--- config.mk ---
export PLATFORM = sky130hd
export DESIGN_NAME = spi_stat_ctrl
export DESIGN_NICKNAME = d
export VERILOG_FILES = /design/src/rtl/spi_stat_pkg.sv /design/src/rtl/region_prot.sv /design/src/rtl/stat_regs.sv /design/src/rtl/spi_stat_shifter.sv /design/src/rtl/spi_stat_ctrl.sv
export SDC_FILE = /design/constraint.sdc
export NUM_CORES = 1
export LEC_CHECK = 0
export BUFFER_PORTS_ARGS = -buffer_cell sky130_fd_sc_hd__buf_2
export CORE_ASPECT_RATIO = 1.2
export CORE_UTILIZATION = 54
export DETAILED_ROUTE_END_ITERATION = 8
export GPL_ROUTABILITY_DRIVEN = 1
export PLACE_DENSITY = 0.84
export SLEW_MARGIN = 20
export SYNTH_ARGS = -nofsm -noshare
export SYNTH_HDL_FRONTEND = slang
export SYNTH_HIERARCHICAL = 1
export SYNTH_SLANG_ARGS = --single-unit
--- constraint.sdc ---
create_clock -name clk -period 1.68 [get_ports clk]
set_input_delay 0.336 -clock clk [delete_from_list [all_inputs] [get_ports clk]]
set_output_delay 0.336 -clock clk [all_outputs]
set_load 0.01 [all_outputs]
--- src/rtl/spi_stat_pkg.sv ---
package spi_stat_pkg;

  localparam logic [7:0] RD_STAT_CODE = 8'h05;

  typedef enum logic [1:0] {
    OP_WRSTAT = 2'd0,
    OP_PROG   = 2'd1,
    OP_SECT   = 2'd2,
    OP_BULK   = 2'd3
  } op_kind_e;

  typedef enum logic [1:0] {
    PH_CMD  = 2'd0,
    PH_SEND = 2'd1,
    PH_SKIP = 2'd2
  } ser_phase_e;

  typedef struct packed {
    logic       srwd;
    logic [1:0] zero;
    logic [2:0] bp;
    logic       wel;
    logic       wip;
  } stat_t;

endpackage

--- src/rtl/region_prot.sv ---
module region_prot #(
  parameter int ADDR_W = 20
) (
  input  logic [2:0]        bp,
  input  logic [ADDR_W-1:0] addr,
  output logic              hit
);
  localparam int TOP_BITS = 6;

  always_comb begin
    if (bp == 3'd0) begin
      hit = 1'b0;
    end else begin
      hit = 1'b1;
      for (int i = 0; i < TOP_BITS; i++) begin
        if (i < (7 - int'(bp))) hit = hit & addr[ADDR_W-1-i];
      end
    end
  end
endmodule

--- src/rtl/stat_regs.sv ---
module stat_regs
  import spi_stat_pkg::*;
#(
  parameter int ADDR_W = 20
) (
  input  logic              clk,
  input  logic              rst_n,
  input  logic              wp_n,
  input  logic              wip_set,
  input  logic              wip_clr,
  input  logic              wel_set,
  input  logic              wel_clr,
  input  logic              op_valid,
  input  logic [1:0]        op_kind,
  input  logic [ADDR_W-1:0] op_addr,
  input  logic [7:0]        op_wdata,
  output logic              op_ack,
  output logic              op_grant,
  output stat_t             stat
);
  stat_t    stat_nxt;
  op_kind_e kind;
  logic     prot_hit;
  logic     grant_c;
  logic     ack_nxt, grant_nxt;
  logic     unused_wd;

  assign kind      = op_kind_e'(op_kind);
  assign unused_wd = ^{op_wdata[6:5], op_wdata[1:0]};

  region_prot #(.ADDR_W(ADDR_W)) u_prot (
    .bp   (stat.bp),
    .addr (op_addr),
    .hit  (prot_hit)
  );

  always_comb begin
    grant_c = 1'b0;
    if (stat.wel) begin
      unique case (kind)
        OP_WRSTAT: grant_c = !(stat.srwd && !wp_n);
        OP_PROG,
        OP_SECT:   grant_c = !prot_hit;
        OP_BULK:   grant_c = (stat.bp == 3'd0);
        default:   grant_c = 1'b0;
      endcase
    end
  end

  always_comb begin
    stat_nxt      = stat;
    stat_nxt.zero = 2'b00;
    if (wip_clr)      stat_nxt.wip = 1'b0;
    else if (wip_set) stat_nxt.wip = 1'b1;
    if (wel_clr)      stat_nxt.wel = 1'b0;
    else if (wel_set) stat_nxt.wel = 1'b1;
    if (op_valid && grant_c && kind == OP_WRSTAT) begin
      stat_nxt.srwd = op_wdata[7];
      stat_nxt.bp   = op_wdata[4:2];
    end
    ack_nxt   = op_valid;
    grant_nxt = op_valid && grant_c;
  end

  always_ff @(posedge clk or negedge rst_n) begin
    if (!rst_n) begin
      stat     <= '0;
      op_ack   <= 1'b0;
      op_grant <= 1'b0;
    end else begin
      stat     <= stat_nxt;
      op_ack   <= ack_nxt;
      op_grant <= grant_nxt;
    end
  end
endmodule

--- src/rtl/spi_stat_shifter.sv ---
module spi_stat_shifter
  import spi_stat_pkg::*;
(
  input  logic       clk,
  input  logic       rst_n,
  input  logic       cs_n,
  input  logic       sck,
  input  logic       si,
  input  logic [7:0] stat,
  output logic       so,
  output logic       so_oe
);
  logic       cs_q, sck_q, sck_d, si_q;
  ser_phase_e phase, phase_nxt;
  logic [2:0] cnt, cnt_nxt;
  logic [7:0] sh, sh_nxt;
  logic [7:0] out_b, out_nxt;
  logic       so_nxt, oe_nxt;
  logic       rise, fall;

  assign rise = sck_q & ~sck_d & ~cs_q;
  assign fall = ~sck_q & sck_d & ~cs_q;

  always_comb begin
    phase_nxt = phase;
    cnt_nxt   = cnt;
    sh_nxt    = sh;
    out_nxt   = out_b;
    so_nxt    = so;
    oe_nxt    = so_oe;
    if (cs_q) begin
      phase_nxt = PH_CMD;
      cnt_nxt   = 3'd0;
      oe_nxt    = 1'b0;
    end else begin
      unique case (phase)
        PH_CMD: if (rise) begin
          sh_nxt  = {sh[6:0], si_q};
          cnt_nxt = cnt + 3'd1;
          if (cnt == 3'd7)
            phase_nxt = (sh_nxt == RD_STAT_CODE) ? PH_SEND : PH_SKIP;
        end
        PH_SEND: if (fall) begin
          if (cnt == 3'd0) begin
            out_nxt = stat;
            so_nxt  = stat[7];
          end else begin
            so_nxt  = out_b[3'd7 - cnt];
          end
          oe_nxt  = 1'b1;
          cnt_nxt = cnt + 3'd1;
        end
        default: oe_nxt = 1'b0;
      endcase
    end
  end

  always_ff @(posedge clk or negedge rst_n) begin
    if (!rst_n) begin
      cs_q  <= 1'b1;
      sck_q <= 1'b0;
      sck_d <= 1'b0;
      si_q  <= 1'b0;
    end else begin
      cs_q  <= cs_n;
      sck_q <= sck;
      sck_d <= sck_q;
      si_q  <= si;
    end
  end

  always_ff @(posedge clk or negedge rst_n) begin
    if (!rst_n) begin
      phase <= PH_CMD;
      cnt   <= '0;
      sh    <= '0;
      out_b <= '0;
      so    <= 1'b0;
      so_oe <= 1'b0;
    end else begin
      phase <= phase_nxt;
      cnt   <= cnt_nxt;
      sh    <= sh_nxt;
      out_b <= out_nxt;
      so    <= so_nxt;
      so_oe <= oe_nxt;
    end
  end
endmodule

--- src/rtl/spi_stat_ctrl.sv ---
module spi_stat_ctrl
  import spi_stat_pkg::*;
#(
  parameter int ADDR_W = 20
) (
  input  logic              clk,
  input  logic              rst_n,
  input  logic              cs_n,
  input  logic              sck,
  input  logic              si,
  output logic              so,
  output logic              so_oe,
  input  logic              wp_n,
  input  logic              wip_set,
  input  logic              wip_clr,
  input  logic              wel_set,
  input  logic              wel_clr,
  input  logic              op_valid,
  input  logic [1:0]        op_kind,
  input  logic [ADDR_W-1:0] op_addr,
  input  logic [7:0]        op_wdata,
  output logic              op_ack,
  output logic              op_grant,
  output logic [7:0]        stat_byte
);
  logic  rst_meta, rst_n_s;
  stat_t stat;

  always_ff @(posedge clk or negedge rst_n) begin
    if (!rst_n) begin
      rst_meta <= 1'b0;
      rst_n_s  <= 1'b0;
    end else begin
      rst_meta <= 1'b1;
      rst_n_s  <= rst_meta;
    end
  end

  stat_regs #(.ADDR_W(ADDR_W)) u_regs (
    .clk      (clk),
    .rst_n    (rst_n_s),
    .wp_n     (wp_n),
    .wip_set  (wip_set),
    .wip_clr  (wip_clr),
    .wel_set  (wel_set),
    .wel_clr  (wel_clr),
    .op_valid (op_valid),
    .op_kind  (op_kind),
    .op_addr  (op_addr),
    .op_wdata (op_wdata),
    .op_ack   (op_ack),
    .op_grant (op_grant),
    .stat     (stat)
  );

  assign stat_byte = stat;

  spi_stat_shifter u_ser (
    .clk   (clk),
    .rst_n (rst_n_s),
    .cs_n  (cs_n),
    .sck   (sck),
    .si    (si),
    .stat  (stat_byte),
    .so    (so),
    .so_oe (so_oe)
  );
endmodule

==> flow_metrics.env, run 1 <==
export IMPL_status="complete, but fails checks"
export IMPL_violations="negative setup slack"
export IMPL_crit_type="reg -> reg"
export IMPL_io_buffers=32
export IMPL_netlist_top_cells_count="35 x dfrtp_1, 12 x mux2_4, 9 x nor2_1"
export IMPL_syn2layout_area_growth_pct=26.5
export IMPL_vias=1123
export IMPL_ff2ff_setup_slack_ps=-200
export IMPL_seq_area_frac_synth_pct=55.2
export IMPL_rr_endpoint="u_ser/out_b[0]"
export IMPL_ys_flop_type="dfrtp_1"
export IMPL_ys_types=37
export IMPL_fin_crit_sh_pct=112
export IMPL_synthMostInstantiatedCell="dfrtp_1"
export IMPL_regArea_sq_um=905
export IMPL_synthArstFlopShare_pct=100
export IMPL_p_switching_uw=539
export IMPL_core_sq_um=2840
export IMPL_io_pins=53
export IMPL_hold_path_class="in -> reg"
export IMPL_drc=0
export IMPL_peakVddDrop_mv=0.718
export IMPL_leakage_uw=0.00107
export IMPL_p_comb_share_pct=22.6
export IMPL_synth_top_area_share_pct=53.6
export IMPL_cts_tree="built"
export IMPL_fp_dieH_um=62.3
export IMPL_finalCoreUtilization_pct=72.8
export IMPL_ff2ff_path_depth=5
export IMPL_cts_root_buf="clkbuf_4"
export IMPL_avgViaCountPerCell=5.30
export IMPL_hold_viol=0
export IMPL_clk_pin_slew_ps=100
export IMPL_yosysWarnings=6
export IMPL_skew_ps=8.74
export IMPL_grt_total_usage_pct=22.6
export IMPL_antenna_left=0
export IMPL_grt_max_degree=35
export IMPL_clock_latency_ps=330
export IMPL_netlist_instances=121
export IMPL_num_antenna_cells=0
export IMPL_fin_ws_ps=-202
export IMPL_holdCritStartpoint="cs_n"
export IMPL_first_pass_iters=2
export IMPL_first_iter_violations=10
export IMPL_min_delay_worst_endpoint="u_ser/cs_q"
export IMPL_start_util_pct=57.6
export IMPL_numCtsBuffers=5
export IMPL_path_cells="nand3b_1 -> or3_4 -> or3b_4 -> buf_8 -> mux2_4"
export IMPL_wl_per_cell_um=15.0
export IMPL_grt_pass1_vias=1202
export IMPL_fmax_mhz=531
export IMPL_antenna_found_initial=0
export IMPL_p_sw_share_pct=27.0
export IMPL_end_kind="register"
export IMPL_cp_slowest_cell="dfrtp_1"
export IMPL_die_area_sq_um=3250
export IMPL_crit_fanout=9
export IMPL_gp_congestion=0.774
export IMPL_row_count=21
export IMPL_cpLargestDelayFamily="simple AND/OR/NAND/NOR gates"
export IMPL_place_detailed_hpwl_um=2190
export IMPL_synth_edff_count=0
export IMPL_grt_pass1_wl_um=5240
export IMPL_p_seq_share_pct=54.3
export IMPL_yosysTopAreaCell="dfrtp_1"
export IMPL_reg2reg_from="u_ser/sck_q"
export IMPL_final_setup_viol_count=13
export IMPL_fillCellCount=197
export IMPL_clk_path_buf_depth=2
export IMPL_clock_sinks=36
export IMPL_max_cap_violations=0
export IMPL_fin_nets=224
export IMPL_routed_wl_um=3180
export IMPL_grt_ovfl_total=0
export IMPL_required_ps=1900
export IMPL_layout_drive_gt1_share_pct=50.6
export IMPL_htree_levels=2
export IMPL_grt_setup_unrepaired="true"
export IMPL_period_needed_ps=1880
export IMPL_cp_arrival_ps=2100
export IMPL_die_w_um=52.2
export IMPL_slew_viol_final=0
export IMPL_multi_input_area_sq_um=718
export IMPL_worst_path_buf_inv=1
export IMPL_syn_cell_area_sq_um=1630
export IMPL_hold_path_cell_count=1
export IMPL_place_ws_ps=-200
export IMPL_internal_power_uw=1460
export IMPL_yosys_top_cells_area="dfrtp_1 54%, mux2_4 11%, mux2_2 4.8%"
export IMPL_power_density_nw_per_um2=967
export IMPL_cp_start_kind="register"
export IMPL_synth_seq_cells=36
export IMPL_avgSynthCellArea_sq_um=13.5
export IMPL_clkPwrFrac_pct=23.1
export IMPL_slowest_delay_ps=390
-- layer usage --
metal / GRT usage (%) / vias up / wire (um)
met1: 25.5 / 550 / 1280
li1: - / 534 / -
met5: 0 / - / 0
met3: 8.82 / 4 / 177
met4: 8.88 / 0 / 40
met2: 37.5 / 35 / 1670
-- through the flow --
stage                     TNS [ps]  total power (uW)  hold WS [ps]  cells  cell area, sq um
after global routing         -2980              2120          67.8    212              2070
after global placement       -2030              1480           122    199              1930
final                        -2020              2000          97.5    212              2070
after floorplan              -1190              1320          40.4    122              1640
after CTS                    -1500              2000          80.2    211              2040
after detailed placement     -2250              1510           125    199              1930
-- worst register-to-register path: cells and delay by family, from the launching register on --
| family | cells | cell delay, ps |
|---|---|---|
| buffers and inverters | 1 | 160 |
| and+or+nand+nor | 3 | 920 |
| DFF | 1 | 390 |
| muxes | 1 | 290 |
-- sequential cells by signal (all words and copies together), names as in the netlist --
register,cells
u_ser/so,1
u_ser/out_b,8
u_ser/si_q,1
u_regs/op_ack,1
u_regs/op_grant,1
u_ser/so_oe,1
u_ser/sck_d,1
u_ser/cnt,3
u_regs/stat,6
u_ser/phase,2
rst_n_s,1
rst_meta,1
u_ser/cs_q,1
u_ser/sck_q,1
u_ser/sh,7
-- final cells by class --
cell class              count  area share [%]
clock buffers               8            2.85
repair buffers             52            15.5
well taps                  34            2.06
multi-input cells          76            34.7
inverters                   6            1.09
flip-flops and latches     36            43.8
-- power by group through the flow --
stage / clock (uW) / combinational, uW / sequential (uW)
after floorplan: 0 / 205 / 1110
after CTS: 477 / 440 / 1080
after global routing: 523 / 492 / 1100
after detailed placement: 0 / 405 / 1100
after global placement: 0 / 385 / 1090
final: 462 / 452 / 1080
-- worst max-delay path by stage --
| stage | start | cells after the start | slack [ps] | to |
|---|---|---|---|---|
| 6_report | u_ser/sck_q | 5 | -200 | u_ser/out_b[0] |
| 3_5_place_dp | u_ser/sck_q | 5 | -200 | u_ser/out_b[6] |
| 2_1_floorplan | u_ser/sck_q | 5 | -120 | u_ser/out_b[0] |
| 3_3_place_gp | u_ser/sck_q | 5 | -180 | u_ser/out_b[6] |
| 4_1_cts | u_ser/sck_q | 5 | -170 | u_ser/out_b[3] |
| 5_1_grt | u_ser/sck_q | 5 | -250 | u_ser/out_b[1] |
-- layout by cell type, fill, tap and decap left out, drive strengths merged, types with 3 or more instances in the layout --
cell type / n
conb: 3
mux2: 19
clkbuf: 8
mux2i: 4
nand2: 7
nor4b: 3
ha: 6
dfrtp: 35
inv: 6
buf: 51
nor2: 9
-- what timing repair did --
item | in CTS | in global routing
pin swaps | 6 | 0
setup buffers | 3 | 1
hold endpoints to repair | 2 | 0
setup endpoints to repair | 13 | 22
resized for setup | 5 | 4
hold buffers | 1 | 0
-- logic make-up (layout without fill, tap and decap cells) --
| group | after synthesis | count (layout) | share of synthesized area [%] |
|---|---|---|---|
| adders and majority gates | 6 | 6 | 4.59 |
| AOI/OAI and AO/OA | 10 | 10 | 4.82 |
| other | 2 | 3 | 0.460 |
| muxes | 24 | 24 | 19.7 |
| and+or+nand+nor | 32 | 32 | 11.5 |
| xor gates and xnor gates | 1 | 1 | 0.536 |
| buffers and inverters | 10 | 66 | 3.22 |
| DFF | 36 | 36 | 55.2 |
Note: power is estimated with default switching activity, not from simulation.
==> run 2, diff against run 1 <==
==> constraint.sdc (replaced) <==
create_clock -name clk -period 1.68 [get_ports clk]
set_input_delay 0.252 -clock clk [delete_from_list [all_inputs] [get_ports clk]]
set_output_delay 0.252 -clock clk [all_outputs]
set_load 0.01 [all_outputs]
==> run 2 against run 1 <==
Against the previous run: routed wire length fell by 2.1%; hold slack worse by 53 ps; combinational power rose by 1%; global-route usage decreased by 0.87 points; setup slack got worse by 22 ps; the flow still finishes with violations (negative setup slack); first-iteration DRC count rose by 110%; clock-buffer cell count decreased by 2; register-to-register slack worse by 20 ps; largest cell class unchanged; cell area up 2.1%; clock power rose by 2%; clock skew is 2.1 ps lower.
==> flow_metrics.env, run 2 (synthesis results as in run 1) <==
export IMPL_status="complete, but fails checks"
export IMPL_violations="negative setup slack"
export IMPL_fp_dieH_um=62.3
export IMPL_ff2ff_setup_slack_ps=-220
export IMPL_holdCritStartpoint="op_valid"
export IMPL_cts_tree="built"
export IMPL_rr_endpoint="u_ser/out_b[6]"
export IMPL_biggestRegsByFlops="u_ser/out_b x8, u_ser/sh x7, u_regs/stat x6"
export IMPL_ff2ff_path_depth=5
export IMPL_end_kind="register"
export IMPL_die_area_sq_um=3250
export IMPL_antenna_found_initial=0
export IMPL_min_delay_worst_endpoint="u_regs/op_ack"
export IMPL_hold_viol=0
export IMPL_die_w_um=52.2
export IMPL_cp_arrival_ps=2130
export IMPL_clk_path_buf_depth=2
export IMPL_fillCellCount=204
export IMPL_grt_setup_unrepaired="true"
export IMPL_largest_register="u_ser/out_b"
export IMPL_leakage_uw=0.00109
export IMPL_period_needed_ps=1900
export IMPL_syn2layout_area_growth_pct=29.1
export IMPL_hold_path_cell_count=1
export IMPL_fin_nets=228
export IMPL_crit_type="reg -> reg"
export IMPL_required_ps=1900
export IMPL_grt_ovfl_total=0
export IMPL_clock_latency_ps=330
export IMPL_power_density_nw_per_um2=957
export IMPL_cp_start_kind="register"
export IMPL_skew_ps=6.63
export IMPL_max_cap_violations=0
export IMPL_first_iter_violations=21
export IMPL_place_ws_ps=-206
export IMPL_dp_cells=199
export IMPL_slowest_delay_ps=400
export IMPL_first_pass_iters=4
export IMPL_grt_pass1_vias=1196
export IMPL_drc=0
export IMPL_crit_fanout=4
export IMPL_cts_root_buf="clkbuf_4"
export IMPL_vias=1130
export IMPL_grt_total_usage_pct=21.8
export IMPL_fin_crit_sh_pct=113
export IMPL_slew_viol_final=0
export IMPL_grt_pass1_wl_um=5160
export IMPL_reg2reg_from="u_ser/sck_q"
export IMPL_cp_slowest_cell="dfrtp_1"
export IMPL_avgViaCountPerCell=5.23
export IMPL_final_cell_mix="33 x dfrtp_1, 32 x buf_2, 19 x buf_4, 12 x mux2_4, 9 x nor2_1"
export IMPL_htree_levels=2
export IMPL_start_util_pct=57.6
export IMPL_cpLargestDelayFamily="simple AND/OR/NAND/NOR gates"
export IMPL_largest_reg_flops=8
export IMPL_clk_pin_slew_ps=110
export IMPL_fmax_mhz=525
export IMPL_core_sq_um=2840
export IMPL_numCtsBuffers=5
export IMPL_worst_path_buf_inv=1
export IMPL_final_common_cell="dfrtp_1"
export IMPL_place_detailed_hpwl_um=2190
export IMPL_row_count=21
export IMPL_path_cells="nand3b_1 -> or3_4 -> or3b_4 -> buf_4 -> mux2_4"
export IMPL_layout_drive_gt1_share_pct=51.6
export IMPL_io_buffers=32
export IMPL_grt_max_degree=35
export IMPL_power_uw=2020
export IMPL_wl_per_cell_um=14.4
export IMPL_final_setup_viol_count=13
export IMPL_finalNonFillerCells=216
export IMPL_num_antenna_cells=0
export IMPL_hold_path_class="in -> reg"
export IMPL_peakVddDrop_mv=0.636
export IMPL_gp_congestion=0.775
export IMPL_io_pins=53
export IMPL_routed_wl_um=3110
export IMPL_clock_sinks=36
export IMPL_fin_ws_ps=-224
export IMPL_finalCoreUtilization_pct=74.3
export IMPL_antenna_left=0
export IMPL_holdWs_ps=44.3
-- run 2: changes by cell type in the layout (fill, tap and decap cells not counted), sizes merged --
cell | before | now
buf | 51 | 52
clkbuf | 8 | 6
clkinv | 0 | 2
dlygate4sd3 | 1 | 4
-- run 2: how the worst max path moves through the flow --
| stage | slack, ps | to | cells past startpoint | start |
|---|---|---|---|---|
| 6_report | -220 | u_ser/out_b[6] | 5 | u_ser/sck_q |
| 5_1_grt | -260 | u_ser/out_b[1] | 5 | u_ser/sck_q |
| 4_1_cts | -170 | u_ser/out_b[4] | 5 | u_ser/sck_q |
| 3_5_place_dp | -210 | u_ser/out_b[3] | 5 | u_ser/sck_q |
| 3_3_place_gp | -180 | u_ser/out_b[6] | 5 | u_ser/sck_q |
| 2_1_floorplan | -120 | u_ser/out_b[0] | 5 | u_ser/sck_q |
-- run 2: timing repair --
action                                 4_1_cts  5_1_grt
resized for setup                            4        7
setup endpoints to repair                   13       23
hold buffers                                 2        2
endpoints found under the hold margin        3        2
setup buffers                                3        1
pin swaps                                    5        0
gates cloned                                 0        1
-- run 2: power by group --
part	internal, uW	total [uW]	switching, uW
clock	199	469	270
sequential	989	1090	104
combinational	274	457	183
-- run 2: cell type report --
| class | instances | area [sq um] | share of cell area, % |
|---|---|---|---|
| repair buffers | 56 | 354 | 16.8 |
| inverters | 6 | 22.5 | 1.07 |
| multi-input cells | 76 | 724 | 34.3 |
| clock buffers | 6 | 51.3 | 2.43 |
| well taps | 34 | 42.5 | 2.02 |
| flip-flops and latches | 36 | 905 | 42.9 |
| clock inverters | 2 | 10.0 | 0.474 |
-- run 2: stage by stage --
stage	TNS, ps	area [sq um]
4_1_cts	-1510	2050
3_3_place_gp	-1800	1930
2_1_floorplan	-1190	1640
3_5_place_dp	-2150	1930
5_1_grt	-2840	2110
6_report	-2000	2110
-- run 2: routing by layer --
layer | part of all wire (%) | up-vias | global-route usage, %
li1 | - | 540 | -
met1 | 41 | 549 | 24.4
met2 | 53 | 37 | 38.0
met3 | 4.9 | 4 | 6.86
met4 | 0.87 | 0 | 6.91
met5 | 0 | - | 0
-- run 2: worst reg2reg max path: stages (launching register included) --
cell	delay [ps]
dfrtp_1	400
nand3b_1	200
or3_4	340
or3b_4	390
buf_4	170
mux2_4	290
==> run 3, diff against run 2 <==
--- a/config.mk
+++ b/config.mk
@@ -10,7 +10,9 @@
 export CORE_UTILIZATION = 54
 export DETAILED_ROUTE_END_ITERATION = 8
 export GPL_ROUTABILITY_DRIVEN = 1
+export HOLD_SLACK_MARGIN = 0.06
 export PLACE_DENSITY = 0.84
+export RECOVER_POWER = 25
 export SLEW_MARGIN = 20
 export SYNTH_ARGS = -nofsm -noshare
 export SYNTH_HDL_FRONTEND = slang
==> run 3 against run 2 <==
Against the previous run: the run still ends with negative setup slack left; highest routed layer unchanged; setup slack improved by 12 ps; clock-buffer cell count did not move; largest cell class unchanged; cell area rose by 1.2%; critical endpoint unchanged.
==> flow_metrics.env, run 3 (synthesis results as in run 1) <==
export IMPL_status="complete, but fails checks"
export IMPL_violations="negative setup slack"
export IMPL_finalNonFillerCells=219
export IMPL_core_sq_um=2840
export IMPL_slew_viol_final=0
export IMPL_routed_wl_um=3310
export IMPL_required_ps=1910
export IMPL_power_density_nw_per_um2=951
export IMPL_hold_path_cell_count=3
export IMPL_cts_tree="built"
export IMPL_syn2layout_area_growth_pct=30.7
export IMPL_drc=0
export IMPL_gp_congestion=0.775
export IMPL_finalInstanceArea_sq_um=2140
export IMPL_cp_start_kind="register"
export IMPL_placed_area_sq_um=1930
export IMPL_max_cap_violations=0
export IMPL_htree_levels=2
export IMPL_wl_per_cell_um=15.1
export IMPL_biggestRegsByFlops="u_ser/out_b x8, u_ser/sh x7, u_regs/stat x6"
export IMPL_dp_cells=199
export IMPL_die_area_sq_um=3250
export IMPL_cts_root_buf="clkbuf_4"
export IMPL_fin_crit_sh_pct=113
export IMPL_clk_pin_slew_ps=110
export IMPL_fin_nets=231
export IMPL_ff2ff_path_depth=5
export IMPL_largest_register="u_ser/out_b"
export IMPL_p_switching_uw=565
export IMPL_end_kind="register"
export IMPL_hold_viol=0
export IMPL_slew_headroom_pct=45.3
export IMPL_fmax_mhz=528
export IMPL_p_sw_share_pct=27.8
export IMPL_p_seq_share_pct=54.0
export IMPL_start_util_pct=57.6
export IMPL_io_buffers=32
export IMPL_grt_pass1_vias=1221
export IMPL_grt_setup_unrepaired="true"
export IMPL_leakage_uw=0.00110
export IMPL_final_setup_viol_count=13
export IMPL_num_antenna_cells=0
export IMPL_place_detailed_hpwl_um=2190
export IMPL_internal_power_uw=1470
export IMPL_grt_max_degree=35
export IMPL_crit_type="reg -> reg"
export IMPL_largest_reg_flops=8
export IMPL_io_pins=53
export IMPL_antenna_left=0
export IMPL_vias=1158
export IMPL_holdWs_ps=145
export IMPL_skew_ps=5.88
export IMPL_final_cell_mix="33 x dfrtp_1, 31 x buf_2, 18 x buf_4, 12 x mux2_4, 9 x nor2_1"
export IMPL_clock_latency_ps=330
export IMPL_clk_path_buf_depth=2
export IMPL_fp_dieH_um=62.3
export IMPL_grt_pass1_wl_um=5340
export IMPL_layout_drive_gt1_share_pct=50.3
export IMPL_peakVddDrop_mv=0.598
export IMPL_clock_sinks=36
export IMPL_clkPwrFrac_pct=23.2
export IMPL_first_pass_iters=6
export IMPL_grt_total_usage_pct=22.5
export IMPL_fin_ws_ps=-213
export IMPL_first_iter_violations=11
export IMPL_final_common_cell="dfrtp_1"
export IMPL_fillCellCount=198
export IMPL_numCtsBuffers=5
export IMPL_grt_ovfl_total=0
export IMPL_avgViaCountPerCell=5.29
export IMPL_hold_path_class="in -> reg"
export IMPL_worst_slew_pin_slew_ps=821
export IMPL_crit_fanout=4
export IMPL_cp_arrival_ps=2120
export IMPL_antenna_found_initial=0
export IMPL_row_count=21
export IMPL_die_w_um=52.2
export IMPL_place_ws_ps=-206
export IMPL_period_needed_ps=1890
export IMPL_final_setup_tns_ps=-1940
export IMPL_p_comb_share_pct=22.9
run 3: power groups by stage:
stage	sequential [uW]	combinational [uW]	clock [uW]
floorplan	1110	205	0
global placement	1090	384	0
detailed placement	1100	403	0
CTS	1090	446	486
global route	1110	503	526
finish	1100	464	471
run 3: timing repair:
item / CTS / global route
pin swaps: 5 / 0
hold endpoints to repair: 8 / 0
hold buffers: 7 / 0
setup endpoints to repair: 13 / 23
cloned: 0 / 1
gates resized for setup: 4 / 7
setup buffers: 3 / 1
run 3: final timing paths:
kind | endpoint | slack (ps) | start
hold reg to reg | rst_n_s | 370 | rst_meta
max in group asynchronous | u_regs/stat[4] | 690 | rst_n_s
setup reg to reg | u_ser/out_b[6] | -210 | u_ser/sck_q
hold / removal | u_regs/stat[0] | 140 | wip_set
setup / recovery | u_ser/out_b[6] | -210 | u_ser/sck_q
min in group asynchronous | rst_meta | 230 | rst_n
run 3: cell type report:
cell class	count	area, sq um	area share, %
well taps	34	42.5	1.99
flip-flops and latches	36	905	42.4
repair buffers	59	380	17.8
inverters	6	22.5	1.05
clock buffers	6	51.3	2.40
clock inverters	2	10.0	0.469
multi-input cells	76	724	33.9
run 3: critical path, stage by stage (launching register included):
cell	delay (ps)
dfrtp_1	400
nand3b_1	190
or3_4	340
or3b_4	390
buf_4	170
mux2_4	290
run 3: stage by stage:
step / utilization (%) / power, uW
floorplan: - / 1320
global placement: 67.9 / 1480
detailed placement: 67.9 / 1510
CTS: 74.0 / 2020
global route: 75.3 / 2140
finish: 75.3 / 2030
run 3: per-layer routing:
| metal | wire [um] | global-route usage [%] |
|---|---|---|
| met2 | 1760 | 39.7 |
| met3 | 175 | 7.11 |
| met4 | 27 | 6.91 |
| met5 | 0 | 0 |
| met1 | 1350 | 24.9 |
